`src/rtl/ebm_pkg.sv`:
```
package ebm_pkg;

  localparam int NUM_IN  = 3;
  localparam int NUM_ALT = 2;
  localparam int IN_A = 0;
  localparam int IN_B = 1;
  localparam int IN_C = 2;

  typedef enum logic [1:0] {
    ST_REST  = 2'd0,
    ST_LIVE  = 2'd1,
    ST_CWAIT = 2'd2,
    ST_XOUT  = 2'd3
  } ctl_state_e;

  typedef logic [NUM_IN-1:0] in_vec_t;

  // Edges that make up burst alternative 'alt' of state 'st'.
  function automatic in_vec_t burst_mask(ctl_state_e st, int alt);
    in_vec_t m;
    m = '0;
    case (st)
      ST_REST:  if (alt == 0) m = in_vec_t'(3'b011);
      ST_LIVE:  if (alt == 0) m = in_vec_t'(3'b100);
                else          m = in_vec_t'(3'b001);
      ST_CWAIT: if (alt == 0) m = in_vec_t'(3'b100);
      ST_XOUT:  if (alt == 0) m = in_vec_t'(3'b010);
      default:  m = '0;
    endcase
    return m;
  endfunction

  // Inputs allowed to wander in a state.
  function automatic in_vec_t dc_mask(ctl_state_e st);
    in_vec_t m;
    case (st)
      ST_LIVE, ST_CWAIT: m = in_vec_t'(3'b010);
      default:           m = '0;
    endcase
    return m;
  endfunction

  function automatic in_vec_t care_mask(ctl_state_e st);
    in_vec_t m;
    m = '0;
    for (int k = 0; k < NUM_ALT; k++) m = m | burst_mask(st, k);
    return m;
  endfunction

  // Level guard on b, checked when the burst completes.
  function automatic logic guard_ok(ctl_state_e st, int alt, in_vec_t lvl);
    logic ok;
    ok = 1'b1;
    if (st == ST_LIVE) begin
      if (alt == 0) ok = (lvl[IN_B] == 1'b0);
      else          ok = (lvl[IN_B] == 1'b1);
    end
    return ok;
  endfunction

  function automatic ctl_state_e dest(ctl_state_e st, int alt);
    ctl_state_e d;
    case (st)
      ST_REST:  d = ST_LIVE;
      ST_LIVE:  d = (alt == 0) ? ST_CWAIT : ST_XOUT;
      ST_CWAIT: d = ST_LIVE;
      ST_XOUT:  d = ST_REST;
      default:  d = ST_REST;
    endcase
    return d;
  endfunction

  // {x, y} driven while resident in a state.
  function automatic logic [1:0] out_of(ctl_state_e st);
    logic [1:0] o;
    case (st)
      ST_LIVE: o = 2'b01;
      ST_XOUT: o = 2'b10;
      default: o = 2'b00;
    endcase
    return o;
  endfunction

endpackage

```
`src/rtl/ebm_edge_track.sv`:
```
module ebm_edge_track
  import ebm_pkg::*;
(
  input  logic    clk,
  input  logic    rst_n,
  input  in_vec_t diff,
  input  in_vec_t care,
  input  in_vec_t dcm,
  input  logic    clear,
  output in_vec_t seen_q,
  output in_vec_t seen_nx,
  output logic    illegal,
  output logic    reversal
);

  assign seen_nx  = seen_q | (diff & care);
  assign illegal  = |(diff & ~care & ~dcm);
  assign reversal = |(seen_q & ~diff);

  always_ff @(posedge clk or negedge rst_n) begin
    if (!rst_n)     seen_q <= '0;
    else if (clear) seen_q <= '0;
    else            seen_q <= seen_nx;
  end


  seen_cleared_chk: assert property (@(posedge clk) disable iff (!rst_n)
    clear |=> (seen_q == '0));

endmodule

```
`src/rtl/ebm_settle_timer.sv`:
```
module ebm_settle_timer #(
  parameter int SETTLE_CYC = 3
) (
  input  logic clk,
  input  logic rst_n,
  input  logic start,
  input  logic chg,
  output logic busy,
  output logic violation
);

  localparam int CW = $clog2(SETTLE_CYC + 1) + 1;
  localparam logic [CW-1:0] LOAD = CW'(SETTLE_CYC);

  logic [CW-1:0] cnt_q;

  assign busy      = (cnt_q != '0);
  assign violation = busy & chg;

  always_ff @(posedge clk or negedge rst_n) begin
    if (!rst_n)     cnt_q <= '0;
    else if (start) cnt_q <= LOAD;
    else if (busy)  cnt_q <= cnt_q - 1'b1;
  end


  window_opens_chk: assert property (@(posedge clk) disable iff (!rst_n)
    start |=> busy);


  window_shrinks_chk: assert property (@(posedge clk) disable iff (!rst_n)
    (busy && !start) |=> (cnt_q < $past(cnt_q)));

endmodule

```
`src/rtl/ebm_burst_match.sv`:
```
module ebm_burst_match
  import ebm_pkg::*;
#(
  parameter int ALT = 0
) (
  input  ctl_state_e st,
  input  in_vec_t    seen_nx,
  input  in_vec_t    lvl,
  output logic       touched,
  output logic       take
);

  in_vec_t mask;
  logic    complete;

  assign mask     = burst_mask(st, ALT);
  assign touched  = |(seen_nx & mask);
  assign complete = (mask != '0) && ((seen_nx & mask) == mask);
  assign take     = complete && guard_ok(st, ALT, lvl);

endmodule

```
`src/rtl/ebm_ctl.sv`:
```
module ebm_ctl
  import ebm_pkg::*;
#(
  parameter int SETTLE_CYC = 3
) (
  input  logic       clk,
  input  logic       rst_n,
  input  logic       in_a,
  input  logic       in_b,
  input  logic       in_c,
  output logic       out_x,
  output logic       out_y,
  output logic [1:0] state_o,
  output logic       err_o
);

  ctl_state_e state_q, state_nx;
  in_vec_t    lvl, lvl_q, ref_q, diff, care, dcm;
  in_vec_t    seen_q, seen_nx;
  logic       illegal, reversal, conflict, settle_viol, err_now, err_q;
  logic       chg, fire, sel, settle_busy;
  logic [NUM_ALT-1:0] touched, take;
  logic [1:0] xy_q;

  assign lvl  = {in_c, in_b, in_a};
  assign chg  = (lvl != lvl_q);
  assign diff = lvl ^ ref_q;
  assign care = care_mask(state_q);
  assign dcm  = dc_mask(state_q);

  ebm_edge_track u_track (
    .clk      (clk),
    .rst_n    (rst_n),
    .diff     (diff),
    .care     (care),
    .dcm      (dcm),
    .clear    (fire),
    .seen_q   (seen_q),
    .seen_nx  (seen_nx),
    .illegal  (illegal),
    .reversal (reversal)
  );

  ebm_settle_timer #(.SETTLE_CYC(SETTLE_CYC)) u_settle (
    .clk       (clk),
    .rst_n     (rst_n),
    .start     (fire),
    .chg       (chg),
    .busy      (settle_busy),
    .violation (settle_viol)
  );

  for (genvar g = 0; g < NUM_ALT; g++) begin : g_alt
    ebm_burst_match #(.ALT(g)) u_match (
      .st      (state_q),
      .seen_nx (seen_nx),
      .lvl     (lvl),
      .touched (touched[g]),
      .take    (take[g])
    );
  end

  assign conflict = &touched;
  assign err_now  = illegal | reversal | conflict | settle_viol;
  assign fire     = (|take) & ~err_now & ~err_q;
  assign sel      = ~take[0];
  assign state_nx = dest(state_q, sel ? 1 : 0);

  always_ff @(posedge clk or negedge rst_n) begin
    if (!rst_n) begin
      state_q <= ST_REST;
      xy_q    <= 2'b00;
      ref_q   <= '0;
      lvl_q   <= '0;
      err_q   <= 1'b0;
    end else begin
      lvl_q <= lvl;
      if (err_now) err_q <= 1'b1;
      if (fire) begin
        state_q <= state_nx;
        xy_q    <= out_of(state_nx);
        ref_q   <= lvl;
      end
    end
  end

  assign out_x   = xy_q[1];
  assign out_y   = xy_q[0];
  assign state_o = state_q;
  assign err_o   = err_q;


  err_freeze_chk: assert property (@(posedge clk) disable iff (!rst_n)
    err_o |=> (err_o && $stable(state_o) && $stable(out_x) && $stable(out_y)));


  err_on_illegal_chk: assert property (@(posedge clk) disable iff (!rst_n)
    illegal |=> err_o);


  no_move_on_err_chk: assert property (@(posedge clk) disable iff (!rst_n)
    err_now |=> $stable(state_o));


  fire_moves_chk: assert property (@(posedge clk) disable iff (!rst_n)
    fire |=> (state_o != $past(state_o)));


  x_only_xout_chk: assert property (@(posedge clk) disable iff (!rst_n)
    out_x |-> (state_o == 2'd3 && !out_y));


  conflict_err_chk: assert property (@(posedge clk) disable iff (!rst_n)
    conflict |=> err_o);

endmodule

```
`config.mk`:
```
export PLATFORM = sky130hd
export DESIGN_NAME = ebm_ctl
export DESIGN_NICKNAME = d
export VERILOG_FILES = /design/src/rtl/ebm_pkg.sv /design/src/rtl/ebm_edge_track.sv /design/src/rtl/ebm_settle_timer.sv /design/src/rtl/ebm_burst_match.sv /design/src/rtl/ebm_ctl.sv
export SDC_FILE = /design/constraint.sdc
export NUM_CORES = 1
export LEC_CHECK = 0
export BUFFER_PORTS_ARGS = -buffer_cell sky130_fd_sc_hd__buf_2
export CELL_PAD_IN_SITES_DETAIL_PLACEMENT = 0
export CELL_PAD_IN_SITES_GLOBAL_PLACEMENT = 1
export CORE_ASPECT_RATIO = 0.7
export CORE_MARGIN = 2
export CORE_UTILIZATION = 31
export CTS_CLUSTER_SIZE = 28
export DETAILED_ROUTE_END_ITERATION = 8
export GPL_TIMING_DRIVEN = 0
export PLACE_DENSITY = 0.61
export SLEW_MARGIN = 10
export SYNTH_ARGS = -nofsm -noshare
export SYNTH_HDL_FRONTEND = slang
export SYNTH_SLANG_ARGS = --single-unit
```
`constraint.sdc`:
```
create_clock -name clk -period 6.65 [get_ports clk]
set_input_delay 0 -clock clk [delete_from_list [all_inputs] [get_ports clk]]
set_output_delay 0 -clock clk [all_outputs]
set_load 0.02 [all_outputs]
```
==> run metrics <==
Hold Vio Cnt, Final 0; critical path type reg2reg; worst path arrival time 2820 ps; CTS Hold Bufs 4; crit start category register; DIE WIDTH 69.6 um; CP Cell Sequence inv_1 > ha_1 > clkbuf_1 > mux2i_1 > a2111o_1 > a2111oi_4 > buf_6 > mux2_4; worst r2r dst ref_q[2]$_DFFE_PN0P_; Setup crit start state_o[0]$_DFFE_PN0P_; Simple-Gate Fraction of Synth Area 8.98%; CTS Sinks 17; Mapped Area 933 um^2; vias in the first global route 585; Critical Path Max Stage Delay 460 ps; Finish-stage setup viols 0; flop2flop setup slack 3970 ps; Setup crit end kind register; DRC Markers 0; maximum VDD drop 0.111 mV; Core Area 2820 um^2; Synth Net Count 94; Yosys reg bits 17; Worst Setup EP ref_q[2]$_DFFE_PN0P_; area grow syn2layout 18.9%; Max clock buf depth 2; Post-Route WL 1670 um; largest net degree at the start of global routing 18; Unique masters post-synth 29; final total power 195 uW; Logic pwr share 6.2%; average instance area after synthesis 11.2 um^2; CTS Buf Count 3; die footprint 3470 um^2; Mapped Cells 83; yosys warns 0; GRT Overall Usage 10.9%; clk root buf clkbuf_8; worst-path fanout max 10; Clock power frac 39.8%; register share of total power 53.9%; DR iter-0 viols 7; max-cap violation count 0; cell row count 16; Slew Viols, Final 0; setup bufs post-CTS 0; Post-Synth Adder-Cell Area 8.04%; skew final 2.62 ps; initial antenna violation count 0; WP buf/inv 3; Lkg Pwr 0.502 nW; Ports 10; CP delay by family, top compound AO/OA/AOI/OAI gates; net switching share of the total power 22.4%; RSZ-0062 raised after global routing false; clock period minus final worst setup slack 2680 ps; fin crit share 40.3%; CP max stage cell a2111oi_4; Starting Density 33.1%; Die H 49.9 um; via count 612; mux cell area share after synthesis 11.1%; status finished, final reports clean; WP data required 6790 ps; wire per inst 12.3 um; PwrDens 176 nW/um^2; P_int 152 uW; maximum clock rate 373 MHz; final RePlAce weighted congestion 0.766; sequential share of the synthesized area 45.6%; hold crit path type in2async; # diodes 0; share of post-route cells with drive strength above 1 23.0%; Slew @ Worst Pin 457 ps; slew margin rel. 69.5%; Pre-antenna DRT Iters 2; Switch Pwr 43.8 uW; XOR/XNOR share of the synthesized area 6.57%; port bufs 9; main combinational cell family by area after synthesis compound AO/OA/AOI/OAI gates; post-route antenna net violation count 0; Final Net Count 112; CTS resizes 0; CTS tree done; # H-tree levels 1; DP HPWL 1160 um; first-pass GRT wire length 2850 um; Setup TNS Final 0 ps; DR vias/cell 4.50; reg2reg start state_o[0]$_DFFE_PN0P_; GRT overflow 0; worst skew pair latency 250 ps; Synth Area in Compound Gates 14.5%; Worst-path clk slew 70 ps; Critical Path Stages 8; R2R depth 8
[layout make-up]
class,count,area (um^2)
fillers,292,1710
multi-input cells,55,459
flip-flops and latches,17,425
repair buffers,13,85.1
well taps,36,45.0
clock buffers,3,41.3
inverters,9,33.8
plain buffers,2,15.0
clock inverters,1,5.00
[kinds of logic after synthesis]
| logic type | after synthesis |
|---|---|
| buffers and inverters | 11 |
| xor gates and xnor gates | 7 |
| DFF | 17 |
| and+or+nand+nor | 17 |
| muxes | 9 |
| adders and majority gates | 6 |
| AOI/OAI and AO/OA | 16 |
[stage by stage]
step	cell area, um^2	instances	utilization [%]	worst slack, ps	hold WS, ps
global placement	1020	128	36.3	3990	-44.1
finish	1110	136	39.3	3970	203
floorplan	933	83	-	4110	-296
detailed placement	1020	128	36.3	4010	-38.4
CTS	1110	136	39.3	3980	230
global route	1110	136	39.3	3840	248
[synth_stat cells]
library cell,count,share of area (%)
a2111o_1,1,1.2
a2111oi_4,1,2.9
a21o_1,1,0.80
a21oi_1,3,1.6
a31oi_1,2,1.3
a32oi_1,1,0.94
buf_6,1,1.2
clkbuf_1,1,0.40
dfrtp_1,17,46
ha_1,6,8.0
inv_1,9,3.6
mux2_2,3,3.6
mux2_4,2,3.2
mux2i_1,4,4.3
nand2_1,1,0.40
nand2b_1,3,2.0
nor2_1,8,3.2
nor3_1,1,0.54
nor3b_1,1,0.80
nor4_1,1,0.67
o211a_1,1,1.1
o211ai_1,1,0.80
o21ai_0,2,1.1
o21ai_2,1,0.94
o31ai_1,1,0.80
o32ai_1,1,0.94
or2_2,2,1.3
xnor2_1,5,4.7
xor2_1,2,1.9
[flip-flops by register name, summed over array words and instances, names as in the netlist]
signal / flops
err_o: 1
ref_q: 3
xy_q: 2
lvl_q: 3
u_track.seen_q: 3
u_settle.cnt_q: 3
state_o: 2
[routing by layer]
layer	track usage [%]	vias up	share of wire, %
met1	14.8	284	54
met2	15.9	9	40
met3	4.50	2	4.4
met5	0	-	0
li1	-	317	-
met4	2.94	0	0.78
[placed cells by master, fill, tap and decap left out, types with 2 or more instances in the layout]
cell type      count
inv_1              9
o21ai_0            2
mux2_2             3
clkbuf_8           3
xor2_1             2
dfrtp_1           17
a21oi_1            3
a31oi_1            2
nor2_1             8
nand2b_1           3
or2_2              2
xnor2_1            5
dlygate4sd3_1      4
ha_1               6
buf_2              9
mux2i_1            4
mux2_4             2
[worst min-delay path by stage]
| stage | end | cells after the start | start | slack, ps |
|---|---|---|---|---|
| after CTS | xy_q[0]$_DFFE_PN0P_ | 2 | rst_n | 230 |
| final | ref_q[1]$_DFFE_PN0P_ | 2 | rst_n | 200 |
| after global placement | u_track.seen_q[1]$_DFF_PN0_ | 1 | rst_n | -40 |
| after detailed placement | u_track.seen_q[1]$_DFF_PN0_ | 1 | rst_n | -40 |
| after floorplan | err_o$_DFFE_PN0P_ | 0 | rst_n | -300 |
| after global routing | state_o[0]$_DFFE_PN0P_ | 2 | rst_n | 250 |
[power groups by stage]
stage	Sequential [mW]	Combinational (mW)	Clock, mW
final	0.105	0.0122	0.0778
after global placement	0.107	0.0108	0
after floorplan	0.107	0.00527	0
after global routing	0.105	0.0138	0.0863
after CTS	0.105	0.0127	0.0829
after detailed placement	0.107	0.0109	0
Note: power is estimated with default switching activity, not from simulation.
